[src/rtl/i2cpk_pkg.sv]
package i2cpk_pkg;
  typedef enum logic [1:0] {
    TAG_NOP   = 2'b00,
    TAG_STOP  = 2'b01,
    TAG_CONT  = 2'b10,
    TAG_START = 2'b11
  } tag_e;

  localparam int SLOTS = 3;

  // insert byte b with attribute t into slot s of word w
  function automatic logic [31:0] put_slot(logic [31:0] w, logic [1:0] s,
                                           logic [7:0] b, tag_e t);
    logic [31:0] r;
    r = w;
    r[24 - 8*s +: 8] = b;
    r[6 - 2*s +: 2]  = t;
    return r;
  endfunction
endpackage

[src/rtl/i2cpk_slot_fill.sv]
module i2cpk_slot_fill
  import i2cpk_pkg::*;
#(
  parameter int DEPTH = 16,
  parameter int CNT_W = 16
) (
  input  logic             clk,
  input  logic             rst_n,
  input  logic             take,
  input  logic             hdr,
  input  logic             rd,
  input  logic             last,
  input  logic [7:0]       data,
  output logic             cm_valid,
  output logic [31:0]      cm_word,
  output logic [CNT_W-1:0] cm_idx,
  output logic             list_end,
  output logic [CNT_W-1:0] total_words,
  output logic             over
);
  logic [31:0]      acc;
  logic [1:0]       slot;
  logic [CNT_W-1:0] widx;
  logic [7:0]       beat_byte;
  tag_e             beat_tag;

  always_comb begin
    beat_byte = hdr ? {data[6:0], rd} : data;
    if (hdr)       beat_tag = TAG_START;
    else if (last) beat_tag = TAG_STOP;   // final data byte closes the list
    else           beat_tag = TAG_CONT;
  end

  assign cm_word     = put_slot(acc, slot, beat_byte, beat_tag);
  assign cm_valid    = take && (slot == 2'(SLOTS - 1) || last);
  assign cm_idx      = widx;
  assign list_end    = take && last;
  assign total_words = widx + 1'b1;
  assign over        = (widx >= CNT_W'(DEPTH));

  always_ff @(posedge clk) begin
    if (!rst_n) begin
      acc  <= '0;
      slot <= '0;
      widx <= '0;
    end else if (take) begin
      if (cm_valid) begin
        acc  <= '0;
        slot <= '0;
        widx <= last ? '0 : widx + 1'b1;
      end else begin
        acc  <= cm_word;
        slot <= slot + 1'b1;
      end
    end
  end

  // committed words keep the pad bits clear and always fill slot 0
  a_r3_pad_clear: assert property (@(posedge clk) disable iff (!rst_n)
    cm_valid |-> (cm_word[1:0] == 2'b00 && cm_word[7:6] != 2'b00));
  // the slot position restarts for the next list
  a_r5_restart: assert property (@(posedge clk) disable iff (!rst_n)
    list_end |=> (slot == 2'b00 && widx == '0));
endmodule

[src/rtl/i2cpk_word_store.sv]
module i2cpk_word_store #(
  parameter int DEPTH = 16,
  parameter int CNT_W = 16,
  localparam int AW = (DEPTH > 1) ? $clog2(DEPTH) : 1
) (
  input  logic             clk,
  input  logic             wr_req,
  input  logic [CNT_W-1:0] wr_idx,
  input  logic [31:0]      wr_word,
  input  logic [AW-1:0]    rd_idx,
  output logic [31:0]      rd_word
);
  logic [31:0] mem [DEPTH];
  logic        in_range;

  assign in_range = (wr_idx < CNT_W'(DEPTH));

  always_ff @(posedge clk) begin
    if (wr_req && in_range) mem[wr_idx[AW-1:0]] <= wr_word;
  end

  assign rd_word = mem[rd_idx];
endmodule

[src/rtl/i2cpk_drain.sv]
module i2cpk_drain #(
  parameter int DEPTH = 16,
  parameter int CNT_W = 16,
  localparam int AW = (DEPTH > 1) ? $clog2(DEPTH) : 1
) (
  input  logic             clk,
  input  logic             rst_n,
  input  logic             list_end,
  input  logic             over,
  input  logic [CNT_W-1:0] total_words,
  input  logic             out_ready,
  output logic             out_valid,
  output logic [AW-1:0]    rd_idx,
  output logic             busy,
  output logic             done,
  output logic [CNT_W-1:0] word_count,
  output logic             oom
);
  logic [AW-1:0] last_idx;

  assign out_valid = busy;

  always_ff @(posedge clk) begin
    if (!rst_n) begin
      busy       <= 1'b0;
      done       <= 1'b0;
      oom        <= 1'b0;
      word_count <= '0;
      rd_idx     <= '0;
      last_idx   <= '0;
    end else begin
      done <= list_end;
      if (list_end) begin
        word_count <= total_words;
        oom        <= over;
        busy       <= !over;
        rd_idx     <= '0;
        last_idx   <= AW'(total_words - 1'b1);
      end else if (busy && out_ready) begin
        rd_idx <= rd_idx + 1'b1;
        if (rd_idx == last_idx) busy <= 1'b0;
      end
    end
  end

  // a stalled word keeps its position
  a_r7_hold: assert property (@(posedge clk) disable iff (!rst_n)
    (out_valid && !out_ready) |=> (out_valid && $stable(rd_idx)));
  // an overflowed list never drives words
  a_r6_quiet: assert property (@(posedge clk) disable iff (!rst_n)
    (done && oom) |-> !out_valid);
  // no list may end while words are draining
  a_r8_no_end: assert property (@(posedge clk) disable iff (!rst_n)
    busy |-> !list_end);
  // a finished list always reports at least one word
  a_r5_count: assert property (@(posedge clk) disable iff (!rst_n)
    done |-> (word_count != '0));
endmodule

[src/rtl/i2c_cmd_packer.sv]
module i2c_cmd_packer #(
  parameter int BUF_BYTES = 64,
  parameter int CNT_W     = 16,
  localparam int DEPTH = (BUF_BYTES / 4 > 0) ? BUF_BYTES / 4 : 1,
  localparam int AW    = (DEPTH > 1) ? $clog2(DEPTH) : 1
) (
  input  logic             clk,
  input  logic             rst_n,
  input  logic             in_valid,
  output logic             in_ready,
  input  logic             in_hdr,
  input  logic             in_rd,
  input  logic             in_last,
  input  logic [7:0]       in_data,
  output logic             out_valid,
  input  logic             out_ready,
  output logic [31:0]      out_word,
  output logic             done,
  output logic [CNT_W-1:0] word_count,
  output logic             oom
);
  logic             take, cm_valid, list_end, over, busy;
  logic [31:0]      cm_word;
  logic [CNT_W-1:0] cm_idx, total_words;
  logic [AW-1:0]    rd_idx;

  assign in_ready = !busy;
  assign take     = in_valid && in_ready;

  i2cpk_slot_fill #(.DEPTH(DEPTH), .CNT_W(CNT_W)) u_fill (
    .clk(clk), .rst_n(rst_n), .take(take), .hdr(in_hdr), .rd(in_rd),
    .last(in_last), .data(in_data), .cm_valid(cm_valid), .cm_word(cm_word),
    .cm_idx(cm_idx), .list_end(list_end), .total_words(total_words),
    .over(over)
  );

  i2cpk_word_store #(.DEPTH(DEPTH), .CNT_W(CNT_W)) u_store (
    .clk(clk), .wr_req(cm_valid), .wr_idx(cm_idx), .wr_word(cm_word),
    .rd_idx(rd_idx), .rd_word(out_word)
  );

  i2cpk_drain #(.DEPTH(DEPTH), .CNT_W(CNT_W)) u_drain (
    .clk(clk), .rst_n(rst_n), .list_end(list_end), .over(over),
    .total_words(total_words), .out_ready(out_ready), .out_valid(out_valid),
    .rd_idx(rd_idx), .busy(busy), .done(done), .word_count(word_count),
    .oom(oom)
  );

  // word content stays put under back-pressure
  a_r7_word_stable: assert property (@(posedge clk) disable iff (!rst_n)
    (out_valid && !out_ready) |=> $stable(out_word));
  // emitted words never use the pad bits
  a_r3_out_pad: assert property (@(posedge clk) disable iff (!rst_n)
    out_valid |-> (out_word[1:0] == 2'b00));
endmodule

[config.mk]
export PLATFORM = sky130hd
export DESIGN_NAME = i2c_cmd_packer
export DESIGN_NICKNAME = d
export VERILOG_FILES = /design/src/rtl/i2cpk_pkg.sv /design/src/rtl/i2cpk_slot_fill.sv /design/src/rtl/i2cpk_word_store.sv /design/src/rtl/i2cpk_drain.sv /design/src/rtl/i2c_cmd_packer.sv
export SDC_FILE = /design/constraint.sdc
export NUM_CORES = 1
export LEC_CHECK = 0
export ABC_AREA = 1
export BUFFER_PORTS_ARGS = -buffer_cell sky130_fd_sc_hd__buf_2
export CORE_MARGIN = 1
export CORE_UTILIZATION = 65
export DETAILED_ROUTE_END_ITERATION = 7
export PLACE_DENSITY = 0.83
export RECOVER_POWER = 50
export SYNTH_ARGS = -nofsm -noshare
export SYNTH_HDL_FRONTEND = slang
export SYNTH_SLANG_ARGS = --single-unit
export TNS_END_PERCENT = 50
[constraint.sdc]
create_clock -name clk -period 7.5 [get_ports clk]
set_input_delay 0.75 -clock clk [delete_from_list [all_inputs] [get_ports clk]]
set_output_delay 0.75 -clock clk [all_outputs]
set_load 0.02 [all_outputs]
==> impl_results.md <==
* Post-synthesis adder-cell area fraction at 0.00588
* Largest net degree at the start of global routing at roughly 210
* EDFF count, synth at 512
* Die Wd at 200 microns
* First-iteration detailed-routing DRC count at between 1500 and 2000
* Share of the synthesized area in the top cell type at 0.602
* Hpwl dp at 33000 microns
* Layout net count at 2326
* Synth cell types at 41
* Vias/cell at around 6.0
* Total Neg Setup Slack at 0 ns
* Max incr delay on CP at roughly 1.2 ns
* Fillers at 2566
* Post-CTS sizing at 0
* Hold Startpoint: u_drain.word_count[15]
* Yosys reg bits at 593
* Sink Count at 593
* Worst EP required at between 7 and 8 ns
* Status: finished with violations
* Final Skew at roughly 0.018 ns
* Slew headroom at -0.487
* Crit Path Max Fanout at 36
* Max-cap viol count at 1
* CTS Hold Bufs at 0
* CTS root buf: clkbuf_16
* Post-synthesis sequential area ratio at 0.665
* Worst setup SP type: register
* Largest family of logic cells by synthesized area: simple AND/OR/NAND/NOR gates
* Final Instance Area at 27700 sq um
* Routed WL at 58000 microns
* Layout Utilization at 0.715
* Cell with the most instances after synthesis: edfxtp_1
* Post-CTS Setup Inserts at 0
* Post-synth top cells: edfxtp_1, nand2_1, inv_1
* Cell area after synthesis at 25500 sq um
* Ant diodes at 0
* CTS Buffer Depth at 3
* FP Rows at 72
* Synth Area in XOR/XNOR at 0.00309
* CTS Buf Count at 56
* WL/cell at roughly 20 microns
* Hold EP: u_drain.word_count[15]
* Total Die Area at 40100 sq um
* Reg2reg end: u_store.mem[6][13]
* Sequential cell area at roughly 17000 sq um
* Worst Path Arrival at 5.54 ns
* Min Tclk post-route at 5.28 ns
* Mux cell area share after synthesis at 0
* Final ANT Viol Nets at 0
* TritonRoute pass-1 iters at 6
* Total GRT Usage at 0.290
* Share of synthesized flip-flops with an asynchronous set or reset at 0
* CTS tree: yes
* Crit path max-delay cell type: nor2_1
* Max Slew Vio Count at 20
* Synth Warn # at 0
* LEAKAGE at a little under 0.01 uW
* Synth Area in Simple Gates at 0.125
* First-pass GRT wire length at about 90000 microns
* Setup CP Type: register to register
* Initial antenna violation count at 0
* Final hold slack at between 0.4 and 0.5 ns
* CP endpoint kind: register
* Placed cell area at roughly 26000 sq um
* Final setup vio count at 0
* Min-Delay Path Class: register to register
* Syn-to-layout area delta at 8.48%
* Io pins at 67
* Worst hold stages at 2
* RSZ-0062 raised after global routing: no
* Failing checks: max-capacitance violations, max-slew violations
* Top FF cell, synth: edfxtp_1
* Post-route DRC at 0
* Fmax at 189 MHz
* Post-synth top area cell: edfxtp_1
* Die height at 200 microns
* Final hold vios at 0
* Worst r2r src: u_drain.busy
* CP cell instances: inv_1 > nand2_1 > clkinvlp_2 > o21ai_0 > nor2_1 > nand2_1 > nor2_1 > buf_4
* Via total after detailed routing at 17100
* # port buffers at 66
* Synth Instances at 2277
* H-tree depth at 2
* Pwr Total at 6830 uW
* Syn_nets at 2304
* Core ar. at between 30000 and 40000 sq um
* VDD IR max at ~0.00014 V
* Initial Util at 0.659
* Worst-Skew Late Latency at approximately 0.61 ns
* Final GP Congestion at 0.878
* Top post-synthesis cells by area: edfxtp_1, dfxtp_1, nand2_1
* Area of the multi-input gates at 6520 sq um
* Synth Area in Compound Gates at 0.120
* PwrDens at 246 nW/um^2
* Total grt overflow at 0
* Worst Reg-to-Reg Cells at 8
* Clk slew on worst S/H paths at approximately 0.060 ns
* Least-Margin Pin Slew at 2.21 ns
* Layout cell share with drive strength beyond 1 at 0.107
* Final Cycle Share at 0.704
* Reg2Reg Setup Slack at approximately 2.2 ns
* Vias in the first global route at 16500
* Mean Syn Cell Area at 11.2 sq um
worst max path at each step:
stage | from | to | depth (start not counted)
floorplan | u_fill.slot[0] | u_store.mem[15][0] | 6
global placement | register | out_word[8] | 6
detailed placement | register | out_word[5] | 6
CTS | register | out_word[11] | 7
global route | u_drain.busy | u_store.mem[6][9] | 8
finish | u_drain.busy | u_store.mem[6][13] | 8
cells by family after synthesis:
kind of cell	count (synthesis)
buffers and inverters	437
adder cells (fa/ha/maj)	12
AND/OR/NAND/NOR	743
XOR/XNOR	9
AO/OA/AOI/OAI	483
flip-flops	593
per-layer routing:
layer	part of all wire	track usage	vias to the layer above
met2	0.49	0.476	808
li1	-	-	7951
met3	0.087	0.0408	119
met4	0.029	0.117	0
met5	0	0	-
met1	0.40	0.394	8213
critical path, delay by kind of cell, from the launching register on:
family	cells	cell delay, ns
and+or+nand+nor	4	2.63
AOI/OAI and AO/OA	1	0.79
DFF	1	0.37
buffers and inverters	3	1.10
report_power, final:
group	internal [uW]	switching, uW
logic	75.2	249
clock network	1650	1220
registers	3620	13.0
total	5340	1490
metrics by stage:
| stage | std cells | setup slack (ns) |
|---|---|---|
| 2_1_floorplan | 2277 | 3.59 |
| 3_3_place_gp | 2759 | 4.27 |
| 3_5_place_dp | 2759 | 4.18 |
| 4_1_cts | 2863 | 3.48 |
| 5_1_grt | 2863 | 1.85 |
| 6_report | 2863 | 2.22 |
layout make-up:
class / count / area share
repair buffers: 93 / 0.0182
clock inverters: 39 / 0.0146
well taps: 518 / 0.0234
multi-input cells: 1247 / 0.235
flip-flops and latches: 593 / 0.614
clock buffers: 65 / 0.0529
inverters: 308 / 0.0418
flip-flops by register name, indices dropped and copies added, names as in the netlist, named ones only:
signal / cells
u_drain.done: 1
u_drain.word_count: 16
u_fill.cm_idx: 16
u_drain.oom: 1
u_store.mem: 512
u_drain.busy: 1
u_fill.slot: 2
u_drain.last_idx: 4
u_drain.rd_idx: 4
u_fill.acc: 32
layout by cell type, fill, tap and decap left out, types with 5 or more instances in the layout:
cell type / n
o21ai_0: 36
nand2_1: 410
nor2_1: 51
o211ai_1: 129
a22o_1: 5
nand3_1: 239
nor3_1: 6
nor2_4: 13
clkinvlp_4: 9
edfxtp_1: 512
buf_4: 13
clkinv_1: 7
o21ai_1: 115
ha_1: 12
buf_2: 46
a21oi_1: 123
clkbuf_16: 57
bufinv_16: 7
nand4_1: 20
dfxtp_1: 77
inv_1: 301
xnor2_1: 6
a21oi_2: 71
clkinv_2: 13
clkbuf_1: 38
Power figures use the tool's default switching activity.
